## src/rtl/ovr_detect.sv

```systemverilog
module ovr_detect #(
  parameter int SAMPLE_W = 24,
  parameter int THR_W = 16,
  parameter int TRIP_COUNT = 4,
  parameter logic [THR_W-1:0] THR_DEFAULT = 16'hCCCC
) (
  input  logic                clk,
  input  logic                rst,
  input  logic                thr_wr_en,
  input  logic [THR_W-1:0]    thr_wr_data,
  input  logic                s1_valid,
  input  logic [SAMPLE_W-1:0] s1_data,
  input  logic                fs_strobe,
  input  logic                fs_exceed,
  input  logic                dvalid_in,
  output logic                ovr_flag,
  output logic                dvalid_out
);
  localparam int CW = $clog2(TRIP_COUNT + 2);
  localparam logic [CW-1:0] CNT_SAT = CW'(TRIP_COUNT + 1);

  logic [THR_W-1:0]    thr;
  logic [CW-1:0]       cnt, cnt_nxt;
  logic [SAMPLE_W-1:0] mag;
  logic                hit, trip_nxt;

  assign mag = s1_data[SAMPLE_W-1] ? (~s1_data + 1'b1) : s1_data;
  assign hit = mag[SAMPLE_W-1 -: THR_W] > thr;

  always_comb begin
    cnt_nxt = cnt;
    if (fs_strobe)
      cnt_nxt = !fs_exceed ? '0 : (cnt == CNT_SAT) ? cnt : cnt + 1'b1;
  end

  assign trip_nxt = cnt_nxt == CNT_SAT;

  always_ff @(posedge clk) begin
    if (rst) begin
      thr      <= THR_DEFAULT;
      cnt      <= '0;
      ovr_flag <= 1'b0;
    end else begin
      if (thr_wr_en) thr <= thr_wr_data;
      cnt <= cnt_nxt;
      if (s1_valid)      ovr_flag <= hit | trip_nxt;
      else if (trip_nxt) ovr_flag <= 1'b1;
    end
  end

  assign dvalid_out = dvalid_in & ~ovr_flag;
endmodule

```

## config.mk

```make
export PLATFORM = sky130hd
export DESIGN_NAME = ovr_detect
export DESIGN_NICKNAME = d
export VERILOG_FILES = /design/src/rtl/ovr_detect.sv
export SDC_FILE = /design/constraint.sdc
export NUM_CORES = 1
export LEC_CHECK = 0
export CAP_MARGIN = 5
export CORE_MARGIN = 2
export CORE_UTILIZATION = 41
export DETAILED_ROUTE_END_ITERATION = 8
export PLACE_DENSITY = 0.77
export SLEW_MARGIN = 20
export SYNTH_ARGS = -nofsm -noshare
export SYNTH_HDL_FRONTEND = slang
export SYNTH_SLANG_ARGS = --single-unit
```

## constraint.sdc

```tcl
create_clock -name clk -period 3.1 [get_ports clk]
set_clock_uncertainty 0.05 [all_clocks]
set_input_delay 0.62 -clock clk [delete_from_list [all_inputs] [get_ports clk]]
set_output_delay 0.62 -clock clk [all_outputs]
set_load 0.05 [all_outputs]
```

# After elaboration in Yosys (flattened, before gate mapping)
# Index checks and enable logic that the tools add are counted.
[totals] regBits=20 inputBits=47 output_inout_bits=2 word_cells=19
[classes] addsub=2 n_lt_le_gt_ge=1 eq_ne=2 n_mux=6 n_bitwise=4 reduce_logical=1
[op_table] cell="$add A24 B1 Y24 const B" count=1
[op_table] cell="$mux W24" count=1
[op_table] cell="$not A24 Y24" count=1
[op_table] cell="$gt A16 B16 Y1" count=1
[op_table] cell="$mux W3" count=3
[op_table] cell="$eq A3 B3 Y1 const B" count=2
[op_table] cell="$add A3 B1 Y3 const B" count=1
[op_table] cell="$mux W1" count=2
[op_table] cell="$reduce_bool A2 Y1" count=1
[op_table] cell="$and A1 B1 Y1" count=1
[op_table] cell="$not A1 Y1" count=1
[op_table] cell="$or A1 B1 Y1" count=1

# Longest topological paths before layout
[logic_depth] ltp_word=7 ltp_mapped=11 depth_no_buf=11

# Worst setup path before layout
# No wires, ideal clock.
[synth_path] path_type="input to register" start="input s1_data[4]" end="register ovr_flag" setup_ps=128 arrival_ps=2935 t_required_ps=2922 setup_slack_ps=-13 path_stages=11 n_path_buf=0 cell_sequence="or4_4 -> or3_4 -> or2_4 -> o31ai_4 -> xnor2_1 -> ha_1 -> nand4_1 -> nor3_1 -> a21boi_0 -> nor4_1 -> o22ai_1"
[synth_via] elab_chain_len=6
[synth_rtl] element="start: declaration" line_no="12" rtl="input logic [SAMPLE_W-1:0] s1_data,"
[synth_rtl] element="$not A24 Y24" line_no="27" rtl="assign mag = s1_data[SAMPLE_W-1] ? (~s1_data + 1'b1) : s1_data;"
[synth_rtl] element="$add A24 B1 Y24" line_no="27"
[synth_rtl] element="$mux W24" line_no="27"
[synth_rtl] element="$gt A16 B16 Y1" line_no="28" rtl="assign hit = mag[SAMPLE_W-1 -: THR_W] > thr;"
[synth_rtl] element="$or A1 B1 Y1" line_no="46" rtl="if (s1_valid) ovr_flag <= hit | trip_nxt;"
[synth_rtl] element="$mux W1" line_no="46"
[synth_rtl] element="end signal: assignment" line_no="46"
[synth_rtl] element="end: declaration" line_no="16" rtl="output logic ovr_flag,"
# No other way between the ends.
# A chain may end at the register's enable or synchronous reset.

# Worst setup path after layout
[layout_path] start="input s1_data[2]" end="register ovr_flag"
# The elaborated chain is that of the path after synthesis.

==> flow_summary.yaml <==
routing:
  post-route-drc-count: 0
  num_vias: 1482
  viasPerCell: 4.940
  wire_per_inst_um: 11.22
  drt-pass1-iter-count: 4
  dr.first_iter.drc_count: 41
  wl_um: 3367
  postRouteAntennaNets: 0
setup_path:
  worstSetupPathType: "input port to flip-flop"
  r2r_slack_ns: 1.48
  crit_end: "ovr_flag"
  worstSetupEndpointType: "flip-flop"
  crit_required_ns: 3.23
  arrival_ns: 3.24
  worstRegToRegCells: 7
  cp-startpoint: "s1_data[2]"
  reg2reg_to: "ovr_flag"
  path_max_fanout: 3
  start_kind: "input port"
  worstReg2RegStart: "thr[1]"
worst_hold_path:
  hold_path.class: "flip-flop to flip-flop"
place:
  place_inst: 292
  place_area_um2: 2160
  port_buffers: 48
  post-dp-hpwl_um: 2655
  gp_congestion: 0.8010
synthesis:
  ys_async_sr_fraction_pct: 0
  synthDistinctLibCells: 37
  post_synth.cell_area_avg_um2: 8.140
  synth_edf_count: 0
  ys_warn_count: 0
  synthCells: 184
  synth_area_um2: 1498
  ys_seq_elements: 20
  ys_seq_area_share_pct: 26.73
  ys.flop_type: "dfxtp_1"
  syn_nets: 249
floorplanning:
  fp.dieW_um: 64.44
  io_pins: 49
  die_area_um2: 4153
  initial_utilization_pct: 43.85
  core_um2: 3416
  rows: 21
  die_h_um: 64.44
global_route:
  grtUsageTotal_pct: 17.14
  grt_max_degree: 25
  grt_pass1_wl_um: 5706
  grt_overflow_total: 0
  grt_pass1_vias: 1364
  antenna_found_initial: 0
sta:
  maxSlewViolCount: 0
  worst_slack_ns: -0.005139
  hold_violations: 0
  tightest_slew_ns: 0.4883
  min_period_ns: 3.105
  rsz0062_at_grt: "yes"
  max-slew-margin-rel_pct: 67.35
  fmax_mhz: 322.0
  setup_violations: 1
  timing.final.crit_share_pct: 100.2
layout:
  final_nets: 321
  fill_cells: 287
  finalInstanceArea_um2: 2335
  antenna_cells: 0
  drive_above_1_share_pct: 22.44
  final_cells: 300
  area_growth_pct: 55.89
flow_run:
  max-cap-violations: 0
clocking:
  cts_hold_buffers: 0
  htree_levels: 1
  cts_tree: "yes"
  root_buffer: "clkbuf_4"
  clkSlewWorstSetupHoldPaths_ns: 0.10
  clock_latency_ns: 0.29
  cts_made_buffers: 3
  cts_sinks: 20
  cts_buffer_depth: 2
pwr:
  powerDensity_nw_per_um2: 272.2
  power_uw: 635.5
  peakVddDrop_uv: 235.7
  power_leakage_nw: 0.9804
outcome:
  violations: "setup timing"
  status: "finished with violations"
## where the power goes
part           switching (mW)  internal (mW)  total (mW)
clock network          0.0732         0.0452       0.118
registers             0.00683          0.272       0.279
logic                   0.106          0.132       0.238
## how the worst min path moves through the flow
stage,startpoint,to,slack (ns),cells after the start
final,thr[11],thr[11],0.45,2
after global routing,thr[13],thr[13],0.48,2
after CTS,thr[11],thr[11],0.45,2
after detailed placement,thr[12],thr[12],0.43,2
after global placement,thr[13],thr[13],0.42,2
after floorplan,thr[12],thr[12],0.41,2
## cells in the mapped netlist (all sizes together), types with 4 or more instances
cell type  instances  share of area, %
o31ai              5               3.4
dfxtp             20                27
inv               17               4.3
o211ai             8               4.0
xnor2             14               8.2
nand4              4               1.7
a21oi             10               3.3
ha                18                15
nand2             20               5.0
nand3              5               1.7
mux2i              8               5.3
nor2              12               3.0
o21ai              8               2.7
## flip-flops by register name (all words and copies together) (netlist names)
signal / count
thr: 16
ovr_flag: 1
cnt: 3
## metrics by stage
step | hold slack [ns] | worst slack [ns] | util (%) | TNS [ns]
detailed placement | 0.4342 | -0.6125 | 63.22 | -0.6125
finish | 0.4503 | -0.005139 | 68.35 | -0.005139
global placement | 0.4239 | -0.5180 | 63.22 | -0.5180
global route | 0.4750 | -0.07096 | 68.35 | -0.07096
CTS | 0.4517 | 0.007773 | 66.15 | 0
floorplan | 0.4104 | 0.03131 | - | 0
## final cells by class
cell class                      instances  area, um2  share of cell area [%]
Sequential cell                        20      400.4                   17.15
Inverter                               18      67.56                   2.894
Timing Repair Buffer                   72      635.6                   27.22
Clock buffer                            3      22.52                  0.9646
Multi-Input combinational cell        141       1151                   49.30
Tap cell                               46      57.56                   2.465
## cell usage in the layout, fill, tap and decap left out, types with 4 or more instances in the layout
cell type	n
xnor2_1	13
nor2_1	11
a21oi_1	10
nand4_1	4
o211ai_1	8
clkbuf_2	6
dfxtp_1	20
mux2i_1	8
inv_1	17
buf_4	22
ha_1	18
clkdlybuf4s50_1	38
nand2_1	19
o21ai_0	4
## logic make-up after synthesis
group                      after synthesis  share of synthesized area, %
and+or+nand+nor                         59                         19.88
AOI/OAI and AO/OA                       41                         18.46
buffers and inverters                   23                         5.764
DFF                                     20                         26.73
adders and majority gates               18                         15.04
xor gates and xnor gates                15                         8.772
muxes                                    8                         5.347
## per-layer routing
metal / track usage [%] / share of wire, %
met1: 21.35 / 47
met4: 1.596 / 0.18
met2: 30.73 / 48
met3: 4.514 / 4.6
met5: 0 / 0
## critical path, cell delays in order
cell      delay [ns]
clkbuf_2        0.08
or4_4           0.53
or3_4           0.38
or2_4           0.28
o31ai_4         0.25
xnor2_1         0.11
ha_1            0.33
nand4_1         0.10
nor3_2          0.05
a21boi_2        0.15
nor4_1          0.27
o22ai_1         0.09
## repair_timing
| action | in CTS | in global routing |
|---|---|---|
| gates resized for setup | 28 | 28 |
| pin swaps | 21 | 24 |
| endpoints found under the setup margin | 1 | 1 |
| setup buffers | 2 | 3 |
| gates cloned | 0 | 0 |
No activity file was read; power rests on OpenSTA's default activity.
